File: src/rtl/pp_pkg.sv
package pp_pkg;
  // Width of the packed codeword for a rows x cols data grid
  function automatic int flit_width(input int rows, input int cols);
    return (rows + 1) * (cols + 1);
  endfunction

  // Row-major position of grid cell (row, col) in the codeword
  function automatic int flit_pos(input int row, input int col, input int cols);
    return row * (cols + 1) + col;
  endfunction
endpackage

File: src/rtl/pp_row_parity.sv
module pp_row_parity #(
  parameter int ROWS = 8,
  parameter int COLS = 8
) (
  input  logic [ROWS*COLS-1:0] data,
  output logic [ROWS-1:0]      row_par
);
  for (genvar i = 0; i < ROWS; i++) begin : g_row
    assign row_par[i] = ^data[i*COLS +: COLS];
  end
endmodule

File: src/rtl/pp_col_parity.sv
module pp_col_parity #(
  parameter int ROWS = 8,
  parameter int COLS = 8
) (
  input  logic [ROWS*COLS-1:0] data,
  output logic [COLS-1:0]      col_par
);
  for (genvar j = 0; j < COLS; j++) begin : g_col
    always_comb begin
      col_par[j] = 1'b0;
      for (int i = 0; i < ROWS; i++) begin
        col_par[j] = col_par[j] ^ data[i*COLS + j];
      end
    end
  end
endmodule

File: src/rtl/pp_flit_pack.sv
module pp_flit_pack
  import pp_pkg::*;
#(
  parameter int ROWS = 8,
  parameter int COLS = 8,
  localparam int FW  = (ROWS + 1) * (COLS + 1)
) (
  input  logic [ROWS*COLS-1:0] data,
  input  logic [ROWS-1:0]      row_par,
  input  logic [COLS-1:0]      col_par,
  output logic [FW-1:0]        flit
);
  for (genvar i = 0; i < ROWS; i++) begin : g_row
    for (genvar j = 0; j < COLS; j++) begin : g_cell
      assign flit[flit_pos(i, j, COLS)] = data[i*COLS + j];
    end
    assign flit[flit_pos(i, COLS, COLS)] = row_par[i];
  end
  for (genvar j = 0; j < COLS; j++) begin : g_last
    assign flit[flit_pos(ROWS, j, COLS)] = col_par[j];
  end
  // Corner bit: XOR of all row parities equals XOR of all data bits
  assign flit[flit_pos(ROWS, COLS, COLS)] = ^row_par;
endmodule

File: src/rtl/pp_out_reg.sv
module pp_out_reg #(
  parameter int W = 81
) (
  input  logic         clk,
  input  logic         rst,
  input  logic         d_valid,
  input  logic [W-1:0] d_flit,
  output logic         q_valid,
  output logic [W-1:0] q_flit
);
  always_ff @(posedge clk) begin
    if (rst) begin
      q_valid <= 1'b0;
      q_flit  <= '0;
    end else begin
      q_valid <= d_valid;
      if (d_valid) q_flit <= d_flit;
    end
  end

  AST_VALID_DELAY: assert property (@(posedge clk) disable iff (rst)
    d_valid == 1'b1 |=> q_valid == 1'b1);
  AST_IDLE_CLEARS_VALID: assert property (@(posedge clk) disable iff (rst)
    d_valid == 1'b0 |=> q_valid == 1'b0);
  AST_HOLD_WHEN_IDLE: assert property (@(posedge clk) disable iff (rst)
    !d_valid |=> $stable(q_flit));
endmodule

File: src/rtl/pp_flit_encoder.sv
module pp_flit_encoder
  import pp_pkg::*;
#(
  parameter int ROWS    = 8,
  parameter int COLS    = 8,
  parameter bit OUT_REG = 1'b1
) (
  input  logic                           clk,
  input  logic                           rst,
  input  logic                           in_valid,
  input  logic [ROWS*COLS-1:0]           in_data,
  output logic                           out_valid,
  output logic [(ROWS+1)*(COLS+1)-1:0]   out_flit
);
  localparam int FW = flit_width(ROWS, COLS);

  logic [ROWS-1:0] row_par;
  logic [COLS-1:0] col_par;
  logic [FW-1:0]   flit_c;

  pp_row_parity #(.ROWS(ROWS), .COLS(COLS)) u_rows (
    .data(in_data), .row_par(row_par));

  pp_col_parity #(.ROWS(ROWS), .COLS(COLS)) u_cols (
    .data(in_data), .col_par(col_par));

  pp_flit_pack #(.ROWS(ROWS), .COLS(COLS)) u_pack (
    .data(in_data), .row_par(row_par), .col_par(col_par), .flit(flit_c));

  if (OUT_REG) begin : g_reg
    pp_out_reg #(.W(FW)) u_oreg (
      .clk(clk), .rst(rst),
      .d_valid(in_valid), .d_flit(flit_c),
      .q_valid(out_valid), .q_flit(out_flit));
  end else begin : g_comb
    assign out_valid = in_valid;
    assign out_flit  = flit_c;
  end

  // Row and column sums of the emitted codeword must be even
  for (genvar i = 0; i < ROWS; i++) begin : g_rchk
    AST_ROW_EVEN: assert property (@(posedge clk) disable iff (rst)
      out_valid |-> (^out_flit[i*(COLS+1) +: COLS+1]) == 1'b0);
  end
  for (genvar j = 0; j <= COLS; j++) begin : g_cchk
    logic col_sum;
    always_comb begin
      col_sum = 1'b0;
      for (int i = 0; i <= ROWS; i++) col_sum = col_sum ^ out_flit[i*(COLS+1) + j];
    end
    AST_COL_EVEN: assert property (@(posedge clk) disable iff (rst)
      out_valid |-> col_sum == 1'b0);
  end

  AST_CORNER_AGREE: assert property (@(posedge clk) disable iff (rst)
    in_valid |-> (^row_par) == (^col_par));
endmodule

File: config.mk
export PLATFORM = sky130hd
export DESIGN_NAME = pp_flit_encoder
export DESIGN_NICKNAME = d
export VERILOG_FILES = /design/src/rtl/pp_pkg.sv /design/src/rtl/pp_row_parity.sv /design/src/rtl/pp_col_parity.sv /design/src/rtl/pp_flit_pack.sv /design/src/rtl/pp_out_reg.sv /design/src/rtl/pp_flit_encoder.sv
export SDC_FILE = /design/constraint.sdc
export NUM_CORES = 1
export LEC_CHECK = 0
export BUFFER_PORTS_ARGS = -buffer_cell sky130_fd_sc_hd__buf_4
export CAP_MARGIN = 20
export CORE_MARGIN = 2
export CORE_UTILIZATION = 35
export CTS_CLUSTER_SIZE = 20
export DETAILED_ROUTE_END_ITERATION = 10
export SLEW_MARGIN = 20
export SYNTH_ARGS = -nofsm -noshare
export SYNTH_HDL_FRONTEND = slang
export SYNTH_HIERARCHICAL = 1
export SYNTH_SLANG_ARGS = --single-unit
File: constraint.sdc
create_clock -name clk -period 2.1 [get_ports clk]
set_clock_uncertainty 0.15 [all_clocks]
set_input_delay 0.21 -clock clk [delete_from_list [all_inputs] [get_ports clk]]
set_output_delay 0.21 -clock clk [all_outputs]
set_load 0.01 [all_outputs]
### Yosys cells after proc, flatten, opt, wreduce, memory -nomap -nowiden

Index checks and enable logic that the tools add are counted.

| storage, ports and cells | value |
|---|---|
| register bits after elaboration | 82 |
| output and inout port bits | 82 |
| word-level logic and storage cells | 67 |

| operators by class | value |
|---|---|
| bitwise gates (word level) | 56 |
| reductions and logical operators | 9 |

Operators with widths:

| operator | count |
|---|---|
| $reduce_xor A8 Y1 | 9 |
| $xor A1 B1 Y1 | 56 |

### Longest topological paths before layout

Gate-level depths: netlist of the first run.

| logic depth | value |
|---|---|
| word-level depth | 7 |
| depth in mapped cells | 8 |
| gate-level depth less buffers | 8 |

### By module

Netlist of the first run, hierarchy kept.

By module, submodules not included:

| module | instances | cells an instance | area an instance (um^2) | seq. area each (um^2) |
|---|---|---|---|---|
| pp_out_reg | 1 | 263 | 2979.1 | 1641.6 |
| pp_flit_pack | 1 | 87 | 661.9 | 0.0 |
| pp_col_parity | 1 | 56 | 490.5 | 0.0 |
| pp_row_parity | 1 | 56 | 490.5 | 0.0 |

### Worst setup path after synthesis of the first run

Ideal clock, no wire load.

| path | value |
|---|---|
| path type | input to register |
| start point | input in_data[23] |
| end point | register g_reg.u_oreg.q_flit[80] |
| data arrival time | 1284 ps |
| required time | 1833 ps |
| path slack | 549 ps |
| cell stages on the path | 8 |
| buffers on the path | 0 |
| cells stage by stage | xor2_1 -> xnor2_1 -> xnor2_1 -> xor2_1 -> xnor2_1 -> xnor2_1 -> mux2i_1 -> nor2_1 |

| on the way | value |
|---|---|
| longest elaborated chain between the ends | 2 |

Ends and longest elaborated chain:

| what | line | RTL |
|---|---|---|
| start, declared | pp_flit_encoder.sv:11 | `input logic [ROWS*COLS-1:0] in_data,` |
| $reduce_xor A8 Y1 | pp_row_parity.sv:9 | `assign row_par[i] = ^data[i*COLS +: COLS];` |
| net row_par[2] | pp_flit_encoder.sv:17 | `logic [ROWS-1:0] row_par;` |
| $reduce_xor A8 Y1 | pp_flit_pack.sv:23 | `assign flit[flit_pos(ROWS, COLS, COLS)] = ^row_par;` |
| net flit_c[80] | pp_flit_encoder.sv:19 | `logic [FW-1:0] flit_c;` |
| end signal, assigned | pp_out_reg.sv:17 | `if (d_valid) q_flit <= d_flit;` |
| end, declared | pp_out_reg.sv:9 | `output logic [W-1:0] q_flit` |

The timed path passes the listed nets, and every way through them passes these cells.
A chain may end at the register's enable or synchronous reset.

### Worst setup path in the final report of the first run

| path | value |
|---|---|
| start point | input in_data[45] |
| end point | register g_reg.u_oreg.q_flit[80] |

Same word-level chain as after synthesis.

==> results of run 1 <==
[flip-flops by register name, summed over array words and instances (netlist names)]
register and flops:
g_reg.u_oreg/q_flit 81, g_reg.u_oreg/q_valid 1
[power breakdown]
group,internal (W),total [W],switching (W),leakage [nW]
sequential,0.00169,0.00177,0.0000751,0.677
clock,0.00108,0.00170,0.000619,0.151
combinational,0.000897,0.00163,0.000735,1.97
[per-layer routing]
metal  vias to the layer above  wire, um  part of all wire [%]
li1                       1591         -                     -
met1                      1478      5150                    45
met2                        75      5630                    49
met3                        17       424                   3.7
met4                         0       264                   2.3
met5                         -         0                     0
[worst min path at each step]
stage,from,to,slack (ns),cells past startpoint
after floorplan,in_data[0],g_reg.u_oreg/q_flit[0],0.29,3
after global placement,g_reg.u_oreg/q_flit[4],g_reg.u_oreg/q_flit[4],0.33,2
after detailed placement,g_reg.u_oreg/q_flit[27],g_reg.u_oreg/q_flit[27],0.33,2
after CTS,in_data[12],g_reg.u_oreg/q_flit[13],0.00007,3
after global routing,in_data[1],g_reg.u_oreg/q_flit[1],0.006,3
final,in_data[25],g_reg.u_oreg/q_flit[28],0.007,3
[repair_timing]
action | CTS | global route
setup endpoints to repair | 0 | 1
hold endpoints to repair | 45 | 0
gates resized for setup | 0 | 24
hold buffers | 45 | 0
setup buffers | 0 | 5
[cells in the final DEF, fill, tap and decap left out, types with 2 or more instances in the layout]
cell and count:
dfxtp_1 82, dlygate4sd3_1 44, mux2i_1 81, xor2_1 16, bufinv_16 2, buf_12 3, nor2_1 81, buf_4 141
clkbuf_16 9, xnor2_1 80, clkbuf_1 4, xnor2_2 22
[final cells by class]
type,instances,area [sq um]
Clock buffer,14,254
Clock inverter,2,60.1
Fill cell,1169,6700
Multi-Input combinational cell,282,2340
Sequential cell,82,1640
Tap cell,172,215
Timing Repair Buffer,189,1570
[tightest hold or removal path: stages]
cell and delay [ns]:
buf_4 0.11, mux2i_1 0.07, nor2_1 0.07
[cell families (layout without fill, tap and decap cells)]
kind of cell              Yosys count  in the layout
xor gates and xnor gates          119            119
buffers and inverters              98            205
DFF                                82             82
muxes                              81             81
and+or+nand+nor                    82             82
[metrics by stage]
step | TNS [ns] | worst slack (ns) | instance area [sq um]
2_1_floorplan | 0 | 0.549 | 4620
3_3_place_gp | -0.0232 | -0.0232 | 5210
3_5_place_dp | 0 | 0.0354 | 5210
4_1_cts | 0 | 0.00790 | 5970
5_1_grt | -0.0492 | -0.0492 | 6080
6_report | 0 | 0.0487 | 6080
==> results.md, run 1 <==
* Status: completed
* Xor and xnor area share after synthesis at 22.6%
* Endpoint type of the worst setup path: flop
* Minimum clock period at 2.05 ns
* Most area-consuming cells after synthesis: dfxtp_1 36%, xnor2_1 19%, mux2i_1 18%
* Design Power at 0.00510 W
* Antenna violations before repair at 0
* Area of the core at 12,800 sq um
* CP endpoint: g_reg.u_oreg/q_flit[80]
* Met2 Use GR at 27.0%
* Mapped Nets at 529
* Crit-path cells: dlygate4sd3_1 -> buf_4 -> xnor2_1 -> xnor2_1 -> xnor2_2 -> xnor2_2 -> xnor2_1 -> xnor2_1 -> mux2i_1 -> nor2_1
* Final Max Slew Viols at 0
* First-pass GRT wire length at 17.5 mm
* Synthesized area per cell at 10.0 sq um
* CP Buf/Inv Count at 2
* Max Cap Viol at 0
* Reg2reg setup slack at 1.30 ns
* Ant. Diodes at 0
* Worst-path clk slew at 0.06 ns
* Total GRT Usage at 16.1%
* Placed Cells incl. Taps at 689
* Slowest-stage cell, CP: dlygate4sd3_1
* GPL Wtd Cong at 0.754
* Cells after Synth at 462
* Largest net degree at the start of global routing at 47
* DRT Wirelength at 11.5 mm
* Pwr per Cell Area at 839 nW/um^2
* Post-Synth Simple-Gate Area at 6.71%
* Worst path most repeated cell: xnor2_1
* Pleak at 2.80 nW
* Worst-Skew Late Latency at 0.34 ns
* Std cell rows at 41
* Fmax at 487 MHz
* Critical path's top delay family: XOR/XNOR gates
* Tcrit/Tclk final at 97.7%
* Met3 Use GR at 3.16%
* WP depth at 10
* Yosys warns at 6
* Mapped cell area at 4620 sq um
* Post-DR vias/cell at 4.27
* Arrival time worst endpoint at 2.13 ns
* Die height at 119 um
* Critical Path Source: in_data[45]
* Via count of the first global-routing pass at 3,221
* Initial DRC count at 100
* Starting Density at 36.2%
* Port bufs at 148
* Fin nets at 631
* Max IR drop VDD at 363 uV
* Routed Antenna Nets at 0
* WS Path Type: primary input to flop
* Die area at 14,100 sq um
* Mux cell area share after synthesis at 17.5%
* Longest Clk Path Bufs at 2
* R2r worst-path depth at 2
* Grt ovf at 0
* Post-layout util at 47.6%
* Clk sinks at 82
* Compound-Gate Fraction of Synth Area at 0%
* # IOs at 149
* Root buffer cell: clkbuf_16
* TritonCTS clock tree: done
* Largest family of logic cells by synthesized area: XOR/XNOR gates
* Layout cells sized above 1 at 31.5%
* Worst Path Required at 2.18 ns
* Post-synth EDFFs at 0
* Worst Max-Slew Pin Slew at 0.480 ns
* CTS Buf Count at 9
* Synthesis-to-layout area growth at 31.5%
* Crit-path max FO at 3
* Post-Synth Adder-Cell Area at 0%
* Final HPWL DP at 8.32 mm
* GR peak layer: met2
* Dominant synthesized flop cell: dfxtp_1
* DRC at 0
* Reg2Reg Launch Point: g_reg.u_oreg/q_flit[32]
* Horiz. Die Dim at 119 um
* Most instantiated library cell after synthesis: xnor2_1
* Top cells by count, synth: 102 x xnor2_1, 82 x dfxtp_1, 81 x mux2i_1, 81 x nor2_1, 80 x buf_4
* Sequential area share after synthesis at 35.5%
* Number of synthesized register bits at 82
* Critical path startpoint category: primary input
* Ys async rst share at 0%
* Final setup fails at 0
* Final hold vios at 0
* HP Class: primary input to flop
* Post-Layout Cell Count at 741
* R2r endpoint: g_reg.u_oreg/q_flit[32]
* Drt pass-1 iters at 3
* Post-synth top area share at 35.5%
* Yosys top cell by area: dfxtp_1
* Slew margin rel. at 67.8%
* Via count at 3,161
* # H-tree levels at 3
* Synth cell types at 10
* DR WL/cell at 15.5 um
* Met1 global-route usage at 19.9%
* Slowest Stage Delay on Critical Path at 0.54 ns
* Worst hold slack at 0.00669 ns
Note: power is estimated with default switching activity, not from simulation.
==> inputs of run 2 (changes only) <==
- SETUP_SLACK_MARGIN: default -> 0.15
==> run 2 against run 1 <==
  * Combinational power down 9%
  * Wire length shrank 1.7%
  * Largest cell class unchanged
  * Register-to-register slack got worse by 0.02 ns
  * First-iteration DRC count grew 28%
  * Critical endpoint unchanged
  * Worst setup slack improved by 0.36 ns
==> results.md, run 2 (synthesis gave the netlist of run 1 again) <==
* Status: completed
* Final Max Slew Viols at 0
* Largest regs: g_reg.u_oreg/q_flit: 81 flops, g_reg.u_oreg/q_valid: 1 flops
* Synthesis-to-layout area growth at 29.2%
* Routed Antenna Nets at 0
* Drt pass-1 iters at 4
* WS Path Type: primary input to flop
* Worst-path clk slew at 0.06 ns
* Fin nets at 640
* Largest Register: g_reg.u_oreg/q_flit
* Worst Max-Slew Pin Slew at 0.435 ns
* First-pass GRT wire length at 17.3 mm
* Reg2reg setup slack at 1.28 ns
* Critical path startpoint category: primary input
* Crit-path max FO at 3
* Worst-Skew Late Latency at 0.34 ns
* CTS Buf Count at 9
* Area of the core at 12,800 sq um
* RSZ-0062 raised after global routing: false
* TritonCTS clock tree: done
* Std cell rows at 41
* Critical path's top delay family: XOR/XNOR gates
* Tcrit/Tclk final at 80.4%
* Cell Area, Placed at 5210 sq um
* Post-DR vias/cell at 4.26
* Horiz. Die Dim at 119 um
* Die area at 14,100 sq um
* Minimum clock period at 1.69 ns
* Initial DRC count at 128
* Reg2Reg Launch Point: g_reg.u_oreg/q_flit[9]
* Port bufs at 148
* Final HPWL DP at 8.32 mm
* Post-CTS Resized at 0
* Setup Buffers After CTS at 0
* Slowest Stage Delay on Critical Path at 0.37 ns
* DRT Wirelength at 11.3 mm
* Root buffer cell: clkbuf_16
* Final hold vios at 0
* Die height at 119 um
* Clk sinks at 82
* R2r worst-path depth at 2
* Pleak at 2.71 nW
* # H-tree levels at 3
* Fmax at 592 MHz
* Via count of the first global-routing pass at 3,203
* Cell area after layout at 5970 sq um
* Commonest non-fill, non-tap cell in the layout: buf_4
* Max reg flops at 81
* R2r endpoint: g_reg.u_oreg/q_flit[9]
* GPL Wtd Cong at 0.754
* Critical Path Source: in_data[17]
* Via count at 3,196
* Max Cap Viol at 0
* Slowest-stage cell, CP: xor2_1
* # IOs at 149
* Largest net degree at the start of global routing at 47
* Cts hold-fix bufs at 45
* Arrival time worst endpoint at 1.77 ns
* HP Class: primary input to flop
* Slew margin rel. at 71.0%
* DR WL/cell at 15.0 um
* Final setup fails at 0
* Antenna violations before repair at 0
* Ant. Diodes at 0
* # fillers at 1,180
* Max IR drop VDD at 397 uV
* CP Buf/Inv Count at 1
* Most frequent cells in the layout: 150 x buf_4, 102 x xnor2_1, 82 x dfxtp_1
* Endpoint type of the worst setup path: flop
* Crit-path cells: buf_4 -> xnor2_1 -> xnor2_1 -> xnor2_1 -> xor2_1 -> xnor2_1 -> xnor2_1 -> mux2i_1 -> nor2_1
* Worst path most repeated cell: xnor2_1
* CP endpoint: g_reg.u_oreg/q_flit[80]
* Starting Density at 36.2%
* WP depth at 9
* DRC at 0
* Grt ovf at 0
* Longest Clk Path Bufs at 2
* Worst Path Required at 2.18 ns
* Layout cells sized above 1 at 28.5%
* Total GRT Usage at 16.0%
* Worst hold slack at 0.00425 ns
* Pwr per Cell Area at 826 nW/um^2
* Final setup TNS at 0 ns
-- run 2: changes by cell type in the layout (fill, tap and decap cells not counted) --
| cell | before | now |
|---|---|---|
| dlymetal6s4s_1 | 1 | 0 |
| buf_4 | 141 | 150 |
| xor2_2 | 1 | 0 |
| xnor2_2 | 22 | 0 |
| xnor2_1 | 80 | 102 |
| xor2_1 | 16 | 17 |
| dlygate4sd3_1 | 44 | 45 |
-- run 2: how the worst min path moves through the flow --
stage	from	endpoint	cells after the start
6_report	in_data[39]	g_reg.u_oreg/q_flit[43]	3
2_1_floorplan	in_data[0]	g_reg.u_oreg/q_flit[0]	3
4_1_cts	in_data[12]	g_reg.u_oreg/q_flit[13]	3
3_5_place_dp	g_reg.u_oreg/q_flit[27]	g_reg.u_oreg/q_flit[27]	2
3_3_place_gp	g_reg.u_oreg/q_flit[4]	g_reg.u_oreg/q_flit[4]	2
5_1_grt	in_data[43]	g_reg.u_oreg/q_flit[48]	3
-- run 2: worst register-to-register path, stage by stage (launching register included) --
cell and delay, ns:
dfxtp_1 0.31, mux2i_1 0.16, nor2_1 0.08
-- run 2: per-stage QoR --
| step | setup WS, ns | std cells | utilization [%] | total power (W) |
|---|---|---|---|---|
| after global routing | 0.309 | 750 | 46.7 | 0.00519 |
| after global placement | -0.0232 | 689 | 40.8 | 0.00323 |
| after CTS | 0.386 | 750 | 46.7 | 0.00501 |
| after detailed placement | 0.0354 | 689 | 40.8 | 0.00324 |
| final | 0.411 | 750 | 46.7 | 0.00493 |
| after floorplan | 0.549 | 462 | - | 0.00294 |
-- run 2: power by group --
| part | switching (W) | internal (W) | leakage, nW |
|---|---|---|---|
| registers | 0.0000746 | 0.00169 | 0.677 |
| clock network | 0.000609 | 0.00108 | 0.151 |
| logic | 0.000681 | 0.000799 | 1.88 |
| total | 0.00136 | 0.00357 | 2.71 |
-- run 2: cell type report --
| class | count | area, sq um | share of cell area (%) |
|---|---|---|---|
| clock inverter | 2 | 60.1 | 1.01 |
| tap | 172 | 215 | 3.60 |
| multi-input combinational | 282 | 2160 | 36.2 |
| clock buffer | 14 | 254 | 4.25 |
| sequential | 82 | 1640 | 27.5 |
| timing repair buffer | 198 | 1640 | 27.4 |
-- run 2: metal layers --
layer,track usage [%],vias to the layer above,wire (um)
li1,-,1609,-
met4,6.77,0,235
met2,27.2,79,5540
met1,19.4,1493,4970
met5,0,-,0
met3,3.74,15,529
